**src/rtl/ebz_pkg.sv**
```systemverilog
package ebz_pkg;

   localparam int NZONE = 8;
   localparam int ZW    = 3;

   typedef enum logic [2:0] {
      ST_IDLE,
      ST_LEAD,
      ST_ACT,
      ST_TRAIL,
      ST_HOLD
   } ebz_state_e;

   typedef enum logic [1:0] {
      GRP_NONE,
      GRP_Z01,
      GRP_Z2,
      GRP_Z67
   } ebz_grp_e;

   function automatic ebz_grp_e zone_group(input logic [ZW-1:0] z);
      ebz_grp_e g;
      case (z)
         3'd0, 3'd1: g = GRP_Z01;
         3'd2:       g = GRP_Z2;
         3'd6, 3'd7: g = GRP_Z67;
         default:    g = GRP_NONE;
      endcase
      return g;
   endfunction

endpackage

```
**src/rtl/ebz_sync.sv**
```systemverilog
module ebz_sync #(
   parameter int   STAGES  = 2,
   parameter logic RST_VAL = 1'b0
) (
   input  logic clk,
   input  logic rst_n,
   input  logic d,
   output logic q
);

   generate
      if (STAGES == 0) begin : g_pass
         assign q = d;
      end else begin : g_chain
         logic [STAGES-1:0] r;
         always_ff @(posedge clk or negedge rst_n) begin
            if (!rst_n) begin
               r <= {STAGES{RST_VAL}};
            end else begin
               r[0] <= d;
               for (int i = 1; i < STAGES; i++) begin
                  r[i] <= r[i-1];
               end
            end
         end
         assign q = r[STAGES-1];
      end
   endgenerate

endmodule

```
**src/rtl/ebz_zone_cfg.sv**
```systemverilog
module ebz_zone_cfg
   import ebz_pkg::*;
#(
   parameter int TW = 4
) (
   input  logic                clk,
   input  logic                rst_n,
   input  logic                boot_mode_i,
   input  logic                z7_we_i,
   input  logic                z7_d_i,
   input  logic [NZONE*TW-1:0] lead_cfg_i,
   input  logic [NZONE*TW-1:0] act_cfg_i,
   input  logic [NZONE*TW-1:0] trail_cfg_i,
   input  logic [NZONE-1:0]    rdy_async_i,
   input  logic [ZW-1:0]       zone_i,
   output logic                mapped_o,
   output logic [TW-1:0]       lead_m1_o,
   output logic [TW-1:0]       act_m1_o,
   output logic [TW-1:0]       trail_m1_o,
   output logic                async_o
);

   logic          z7_en;
   logic [TW-1:0] lead_m1  [NZONE];
   logic [TW-1:0] act_m1   [NZONE];
   logic [TW-1:0] trail_m1 [NZONE];

   // Zone 7 enable: follows the mode pin only while reset is held.
   always_ff @(posedge clk) begin
      if (!rst_n) begin
         z7_en <= boot_mode_i;
      end else if (z7_we_i) begin
         z7_en <= z7_d_i;
      end
   end

   // Per-zone phase lengths, stored as length minus one; zero counts as one.
   generate
      for (genvar z = 0; z < NZONE; z++) begin : g_zone
         logic [TW-1:0] lv, av, tv;
         assign lv = lead_cfg_i [z*TW +: TW];
         assign av = act_cfg_i  [z*TW +: TW];
         assign tv = trail_cfg_i[z*TW +: TW];
         assign lead_m1[z]  = (lv == '0) ? '0 : lv - 1'b1;
         assign act_m1[z]   = (av == '0) ? '0 : av - 1'b1;
         assign trail_m1[z] = (tv == '0) ? '0 : tv - 1'b1;
      end
   endgenerate

   assign lead_m1_o  = lead_m1[zone_i];
   assign act_m1_o   = act_m1[zone_i];
   assign trail_m1_o = trail_m1[zone_i];
   assign async_o    = rdy_async_i[zone_i];

   always_comb begin
      mapped_o = (zone_group(zone_i) != GRP_NONE);
      if (zone_i == 3'd7 && !z7_en) begin
         mapped_o = 1'b0;
      end
   end

endmodule

```
**src/rtl/ebz_seq.sv**
```systemverilog
module ebz_seq
   import ebz_pkg::*;
#(
   parameter int AW = 16,
   parameter int DW = 16,
   parameter int TW = 4
) (
   input  logic          clk,
   input  logic          rst_n,
   input  logic          req_valid_i,
   input  logic          req_write_i,
   input  logic [ZW-1:0] req_zone_i,
   input  logic [AW-1:0] req_addr_i,
   input  logic [DW-1:0] req_wdata_i,
   input  logic          mapped_i,
   input  logic [TW-1:0] lead_m1_i,
   input  logic [TW-1:0] act_m1_i,
   input  logic [TW-1:0] trail_m1_i,
   input  logic          async_i,
   input  logic          ready_i,
   input  logic          ready_sync_i,
   input  logic          hold_req_i,
   input  logic [DW-1:0] xd_i,
   output logic          req_ready_o,
   output logic          rsp_valid_o,
   output logic          rsp_err_o,
   output logic [DW-1:0] rsp_rdata_o,
   output logic [AW-1:0] xa_o,
   output logic [DW-1:0] xd_o,
   output logic          xd_oe_o,
   output logic          bus_oe_o,
   output logic          cs01_n_o,
   output logic          cs2_n_o,
   output logic          cs67_n_o,
   output logic          rd_n_o,
   output logic          wr_n_o,
   output logic          rnw_o,
   output logic          holda_n_o
);

   ebz_state_e    state;
   logic [TW-1:0] cnt;
   logic [ZW-1:0] cur_zone;
   logic          cur_wr;
   logic [AW-1:0] cur_addr;
   logic [DW-1:0] cur_wdata;
   logic [TW-1:0] cur_act_m1;
   logic [TW-1:0] cur_trail_m1;
   logic          cur_async;
   logic [DW-1:0] rdata_q;
   logic          rsp_v_q;
   logic          rsp_e_q;
   logic          busy;
   logic          rdy_eff;
   ebz_grp_e      grp;

   assign rdy_eff = cur_async ? ready_sync_i : ready_i;

   always_ff @(posedge clk or negedge rst_n) begin
      if (!rst_n) begin
         state        <= ST_IDLE;
         cnt          <= '0;
         cur_zone     <= '0;
         cur_wr       <= 1'b0;
         cur_addr     <= '0;
         cur_wdata    <= '0;
         cur_act_m1   <= '0;
         cur_trail_m1 <= '0;
         cur_async    <= 1'b0;
         rdata_q      <= '0;
         rsp_v_q      <= 1'b0;
         rsp_e_q      <= 1'b0;
      end else begin
         rsp_v_q <= 1'b0;
         rsp_e_q <= 1'b0;
         case (state)
            ST_IDLE: begin
               if (req_valid_i) begin
                  if (mapped_i) begin
                     state        <= ST_LEAD;
                     cnt          <= lead_m1_i;
                     cur_zone     <= req_zone_i;
                     cur_wr       <= req_write_i;
                     cur_addr     <= req_addr_i;
                     cur_wdata    <= req_wdata_i;
                     cur_act_m1   <= act_m1_i;
                     cur_trail_m1 <= trail_m1_i;
                     cur_async    <= async_i;
                  end else begin
                     rsp_v_q <= 1'b1;
                     rsp_e_q <= 1'b1;
                  end
               end else if (hold_req_i) begin
                  state <= ST_HOLD;
               end
            end
            ST_LEAD: begin
               if (cnt == '0) begin
                  state <= ST_ACT;
                  cnt   <= cur_act_m1;
               end else begin
                  cnt <= cnt - 1'b1;
               end
            end
            ST_ACT: begin
               if (cnt != '0) begin
                  cnt <= cnt - 1'b1;
               end else if (rdy_eff) begin
                  state <= ST_TRAIL;
                  cnt   <= cur_trail_m1;
                  if (!cur_wr) begin
                     rdata_q <= xd_i;
                  end
               end
            end
            ST_TRAIL: begin
               if (cnt == '0) begin
                  state   <= ST_IDLE;
                  rsp_v_q <= 1'b1;
               end else begin
                  cnt <= cnt - 1'b1;
               end
            end
            ST_HOLD: begin
               if (!hold_req_i) begin
                  state <= ST_IDLE;
               end
            end
            default: state <= ST_IDLE;
         endcase
      end
   end

   assign busy = (state == ST_LEAD) || (state == ST_ACT) || (state == ST_TRAIL);
   assign grp  = zone_group(cur_zone);

   assign req_ready_o = (state == ST_IDLE);
   assign rsp_valid_o = rsp_v_q;
   assign rsp_err_o   = rsp_e_q;
   assign rsp_rdata_o = rdata_q;
   assign xa_o        = cur_addr;
   assign xd_o        = cur_wdata;
   assign xd_oe_o     = busy && cur_wr;
   assign bus_oe_o    = (state != ST_HOLD);
   assign holda_n_o   = (state != ST_HOLD);
   assign cs01_n_o    = !(busy && grp == GRP_Z01);
   assign cs2_n_o     = !(busy && grp == GRP_Z2);
   assign cs67_n_o    = !(busy && grp == GRP_Z67);
   assign rd_n_o      = !((state == ST_ACT) && !cur_wr);
   assign wr_n_o      = !((state == ST_ACT) && cur_wr);
   assign rnw_o       = !(busy && cur_wr);

endmodule

```
**src/rtl/ext_bus_zone_ctrl.sv**
```systemverilog
module ext_bus_zone_ctrl
   import ebz_pkg::*;
#(
   parameter int AW          = 16,
   parameter int DW          = 16,
   parameter int TW          = 4,
   parameter int SYNC_STAGES = 2
) (
   input  logic                clk,
   input  logic                rst_n,
   input  logic                boot_mode_i,
   input  logic                z7_we_i,
   input  logic                z7_d_i,
   input  logic [NZONE*TW-1:0] lead_cfg_i,
   input  logic [NZONE*TW-1:0] act_cfg_i,
   input  logic [NZONE*TW-1:0] trail_cfg_i,
   input  logic [NZONE-1:0]    rdy_async_i,
   input  logic                req_valid_i,
   output logic                req_ready_o,
   input  logic                req_write_i,
   input  logic [ZW-1:0]       req_zone_i,
   input  logic [AW-1:0]       req_addr_i,
   input  logic [DW-1:0]       req_wdata_i,
   output logic                rsp_valid_o,
   output logic                rsp_err_o,
   output logic [DW-1:0]       rsp_rdata_o,
   output logic [AW-1:0]       xa_o,
   output logic [DW-1:0]       xd_o,
   input  logic [DW-1:0]       xd_i,
   output logic                xd_oe_o,
   output logic                bus_oe_o,
   output logic                cs01_n_o,
   output logic                cs2_n_o,
   output logic                cs67_n_o,
   output logic                rd_n_o,
   output logic                wr_n_o,
   output logic                rnw_o,
   input  logic                ready_i,
   input  logic                hold_n_i,
   output logic                holda_n_o
);

   generate
      if (AW < 1) begin : g_bad_aw
         $error("AW must be at least 1");
      end
      if (DW < 1) begin : g_bad_dw
         $error("DW must be at least 1");
      end
      if (TW < 1 || TW > 16) begin : g_bad_tw
         $error("TW must be in 1..16");
      end
      if (SYNC_STAGES < 1) begin : g_bad_sync
         $error("SYNC_STAGES must be at least 1");
      end
   endgenerate

   logic          hold_n_s;
   logic          hold_req;
   logic          ready_s;
   logic          mapped;
   logic [TW-1:0] lead_m1;
   logic [TW-1:0] act_m1;
   logic [TW-1:0] trail_m1;
   logic          zasync;

   ebz_sync #(.STAGES(SYNC_STAGES), .RST_VAL(1'b1)) u_hold_sync (
      .clk   (clk),
      .rst_n (rst_n),
      .d     (hold_n_i),
      .q     (hold_n_s)
   );

   ebz_sync #(.STAGES(SYNC_STAGES), .RST_VAL(1'b0)) u_rdy_sync (
      .clk   (clk),
      .rst_n (rst_n),
      .d     (ready_i),
      .q     (ready_s)
   );

   assign hold_req = !hold_n_s;

   ebz_zone_cfg #(.TW(TW)) u_cfg (
      .clk         (clk),
      .rst_n       (rst_n),
      .boot_mode_i (boot_mode_i),
      .z7_we_i     (z7_we_i),
      .z7_d_i      (z7_d_i),
      .lead_cfg_i  (lead_cfg_i),
      .act_cfg_i   (act_cfg_i),
      .trail_cfg_i (trail_cfg_i),
      .rdy_async_i (rdy_async_i),
      .zone_i      (req_zone_i),
      .mapped_o    (mapped),
      .lead_m1_o   (lead_m1),
      .act_m1_o    (act_m1),
      .trail_m1_o  (trail_m1),
      .async_o     (zasync)
   );

   ebz_seq #(.AW(AW), .DW(DW), .TW(TW)) u_seq (
      .clk          (clk),
      .rst_n        (rst_n),
      .req_valid_i  (req_valid_i),
      .req_write_i  (req_write_i),
      .req_zone_i   (req_zone_i),
      .req_addr_i   (req_addr_i),
      .req_wdata_i  (req_wdata_i),
      .mapped_i     (mapped),
      .lead_m1_i    (lead_m1),
      .act_m1_i     (act_m1),
      .trail_m1_i   (trail_m1),
      .async_i      (zasync),
      .ready_i      (ready_i),
      .ready_sync_i (ready_s),
      .hold_req_i   (hold_req),
      .xd_i         (xd_i),
      .req_ready_o  (req_ready_o),
      .rsp_valid_o  (rsp_valid_o),
      .rsp_err_o    (rsp_err_o),
      .rsp_rdata_o  (rsp_rdata_o),
      .xa_o         (xa_o),
      .xd_o         (xd_o),
      .xd_oe_o      (xd_oe_o),
      .bus_oe_o     (bus_oe_o),
      .cs01_n_o     (cs01_n_o),
      .cs2_n_o      (cs2_n_o),
      .cs67_n_o     (cs67_n_o),
      .rd_n_o       (rd_n_o),
      .wr_n_o       (wr_n_o),
      .rnw_o        (rnw_o),
      .holda_n_o    (holda_n_o)
   );

endmodule

```
**config.mk**
```make
export PLATFORM = sky130hd
export DESIGN_NAME = ext_bus_zone_ctrl
export DESIGN_NICKNAME = d
export VERILOG_FILES = /design/src/rtl/ebz_pkg.sv /design/src/rtl/ebz_sync.sv /design/src/rtl/ebz_zone_cfg.sv /design/src/rtl/ebz_seq.sv /design/src/rtl/ext_bus_zone_ctrl.sv
export SDC_FILE = /design/constraint.sdc
export NUM_CORES = 1
export LEC_CHECK = 0
export BUFFER_PORTS_ARGS = -buffer_cell sky130_fd_sc_hd__buf_2
export CORE_ASPECT_RATIO = 0.8
export CORE_MARGIN = 2
export CORE_UTILIZATION = 49
export CTS_CLUSTER_DIAMETER = 30
export CTS_CLUSTER_SIZE = 25
export DETAILED_ROUTE_END_ITERATION = 8
export MAX_ROUTING_LAYER = met4
export PLACE_DENSITY = 0.82
export SYNTH_ARGS = -nofsm -noshare
export SYNTH_HDL_FRONTEND = slang
export SYNTH_HIERARCHICAL = 1
export SYNTH_SLANG_ARGS = --single-unit
```
**constraint.sdc**
```tcl
create_clock -name clk -period 2.03 [get_ports clk]
set_clock_uncertainty 0.05 [all_clocks]
set_input_delay 0.203 -clock clk [delete_from_list [all_inputs] [get_ports clk]]
set_output_delay 0.203 -clock clk [all_outputs]
set_load 0.02 [all_outputs]
```
==> impl_metrics.csv <==
group,metric,value,unit
run_status,status,"completed",
placement,place_hpwl,12300,um
power,peakVddDrop,0.988,mV
synthesis,avgSynthCellArea,9.49,um^2
detailed_routing,drt_pre_antenna_iters,5,
clocking,clock_latency,330,ps
floorplan,core.rowCount,33,
cells_and_area,area_growth,31.5,%
worst_setup_path,worst_setup_path_start_kind,"register",
power,p_int,4530,uW
global_route,grtUsageMet3,0.0511,
worst_setup_path,r2r_setup_slack,110,ps
detailed_routing,drc_errors,0,
detailed_routing,routed_wl,15800,um
worst_setup_path,cp_max_fo,6,
synthesis,synth_ff_type,"dfrtp_1",
run,maxCapViolations,0,
global_route,track_usage,0.274,
floorplan,die_w,120,um
placement,place_area,0.00662,mm^2
clocking,tritoncts,"built",
worst_setup_path,cp_top_family,"simple AND/OR/NAND/NOR gates",
worst_hold_path,hold_path.class,"primary input to register",
global_route,grt_pass1_vias,5273,
synthesis,ys_types,59,
detailed_routing,viasPerCell,5.73,
clocking,cts_max_level,3,
placement,dp.cells,920,
detailed_routing,vias,5396,
floorplan,initial_utilization,0.511,
global_route,antenna_found_initial,0,
detailed_routing,wire_per_inst,16.7,um
worst_hold_path,min_path_cells,2,
placement,portBuffers,223,
worst_setup_path,slowest_stage,"or4b_4",
synthesis,seq_area_frac_synth,0.355,
synthesis,synthTopCellsByArea,"dfrtp_1 (34%), mux2_1 (7.2%), nor3_1 (5.7%), a21oi_1 (4.1%), mux4_2 (3.4%)",
power,power.switching,2920,uW
synthesis,synth_top_area_share,0.339,
detailed_routing,ant_nets,0,
sta,period_share,0.969,
global_route,grtUsageMet1,0.345,
clocking,cts.sinks,75,
power,leakage,0.00323,uW
power,powerDensity,1070,mW/mm^2
worst_setup_path,crit_path_end_kind,"output port",
sta,holdWs,34.9,ps
power,pwr-share-clk,0.206,
clocking,cts.path.max_buffers,2,
global_route,use_met2,0.458,
floorplan,core_area,0.0104,mm^2
synthesis,ys_async_sr_fraction,0.987,
cells_and_area,diodes,0,
global_route,grt_max_degree,56,
cells_and_area,fin_nets,965,
global_route,grt_pass1_wl,25200,um
worst_setup_path,cp_num_cells,4,
clocking,numCtsBuffers,9,
synthesis,synth_enable_flop_cells,1,
synthesis,syn-cell-area,0.00531,mm^2
sta,worst_slew_pin_slew,673,ps
power,pwr-share-seq,0.337,
worst_setup_path,path_cells,"nor2_2 -> or2_4 -> or4b_4 -> buf_6",
power,p_comb_frac,0.457,
sta,drv_slew,0,
floorplan,die_y,97.1,um
sta,finalHoldViolCount,0,
synthesis,yosysMostFrequentCell,"dfrtp_1",
worst_setup_path,path_buf_inv,1,
sta,tns,0,ps
floorplan,io_pins,224,
synthesis,synthTopCellsByCount,"dfrtp_1 (72), nor3_1 (60), a21oi_1 (43)",
worst_setup_path,required,1780,ps
synthesis,ys_ff_latch,75,
cells_and_area,n_fill_cell,848,
power,switching_share,0.392,
sta,finalSetupViolCount,0,
synthesis,synth_warnings,6,
worst_setup_path,critPathMaxStageDelay,520,ps
sta,rsz0062_at_grt,"no",
synthesis,synthCells,560,
worst_setup_path,critPathKind,"register to output port",
worst_setup_path,worstPathArrival,1710,ps
global_route,overflow,0,
cells_and_area,final_cells,942,
global_route,busiest_layer,"met2",
sta,fin_crit,1970,ps
clocking,cts_root_buf,"clkbuf_16",
worst_setup_path,rr_worst_depth,7,
synthesis,synth_area_leader_cell,"dfrtp_1",
synthesis,syn_nets,728,
cells_and_area,final_layout_size_suffix_gt1_frac,0.415,
sta,relSlewSlack,0.551,
sta,fmax,0.508,GHz
clocking,clk_pin_slew,60,ps
cells_and_area,final_cell_area,0.00699,mm^2
floorplan,die-area,0.0117,mm^2
detailed_routing,drt_iter0_markers,406,
placement,gp_congestion,0.926,
registers in the layout, summed over array words and instances, names as in the netlist, 3 cells and up:
register and cells:
u_seq/cnt 4, u_seq/xd_o 16, u_seq/cur_act_m1 4, u_seq/state 3
u_seq/rsp_rdata_o 16, u_seq/cur_trail_m1 4, u_seq/xa_o 16, u_seq/cur_zone 3
per-stage QoR:
stage	utilization	total power [uW]	worst slack, ps
finish	0.671	7450	62.3
global placement	0.637	5670	7.02
floorplan	-	4580	36.1
detailed placement	0.637	5830	-15.0
global route	0.671	7890	7.13
CTS	0.668	7400	0.741
cell type report:
cell class,instances,area [um^2],share of cell area
timing repair buffer,255,1410,0.202
tap,140,175,0.0251
inverter,16,61.3,0.00878
clock buffer,12,236,0.0339
clock inverter,4,53.8,0.00770
multi-input combinational,440,3160,0.452
sequential,75,1890,0.270
repair_timing:
item | 4_1_cts | 5_1_grt
endpoints found under the setup margin | 1 | 3
endpoints found under the hold margin | 21 | 0
hold buffers | 3 | 0
buffers inserted | 1 | 2
resized for setup | 3 | 4
pin swaps | 0 | 0
placed cells by master, fill, tap and decap left out, drive strengths merged, types with 2 or more instances in the layout:
cell type / instances
buf: 252
dfrtp: 72
nor3: 61
mux2: 54
a21oi: 43
nor2: 41
nand2: 39
o21ai: 20
or2: 19
nor4b: 17
inv: 15
nand3: 15
o211ai: 14
o31ai: 13
clkbuf: 12
nand3b: 11
o22ai: 10
a211oi: 9
o21a: 9
o221ai: 9
mux4: 8
nand2b: 7
mux2i: 4
ha: 4
a221oi: 4
dlygate4sd3: 3
a31oi: 3
a32oi: 3
or3b: 3
clkinvlp: 2
o32ai: 2
a311o: 2
o311ai: 2
dfstp: 2
xor2: 2
clkinv: 2
and3: 2
power by group through the flow:
stage / Sequential [uW] / Combinational (uW) / Clock (uW)
finish: 2510 / 3400 / 1540
global route: 2590 / 3660 / 1640
CTS: 2510 / 3340 / 1560
detailed placement: 2520 / 3310 / 0
global placement: 2480 / 3190 / 0
floorplan: 3010 / 1570 / 0
per-layer routing:
| layer | wire length (um) | up-vias | share of wire |
|---|---|---|---|
| met5 | 0 | - | 0 |
| met4 | 220 | 0 | 0.014 |
| met3 | 1000 | 22 | 0.064 |
| met2 | 7710 | 210 | 0.49 |
| met1 | 6820 | 2570 | 0.43 |
| li1 | - | 2594 | - |
cells by family (layout without fill, tap and decap cells):
family | count (synthesis) | in the layout | synth area share
simple gates | 221 | 221 | 0.231
compound gates | 147 | 147 | 0.186
flops | 75 | 75 | 0.355
mux | 66 | 66 | 0.163
buf+inv | 45 | 287 | 0.0523
fa+ha+maj | 4 | 4 | 0.00942
xor+xnor | 2 | 2 | 0.00330
worst paths after layout:
path / to / startpoint
min in group asynchronous: u_seq/xd_o[5]$_DFFE_PN0P_ / rst_n
max: cs2_n_o / u_seq/state[0]$_DFFE_PN0P_
max reg2reg: u_seq/cnt[1]$_DFFE_PN0P_ / u_seq/cnt[0]$_DFFE_PN0P_
min reg2reg: u_hold_sync/g_chain.r[1]$_DFF_PN1_ / u_hold_sync/g_chain.r[0]$_DFF_PN1_
min: u_seq/xd_o[12]$_DFFE_PN0P_ / req_wdata_i[12]
max in group asynchronous: u_seq/state[1]$_DFFE_PN0P_ / rst_n
No activity file was read; power rests on OpenSTA's default activity.
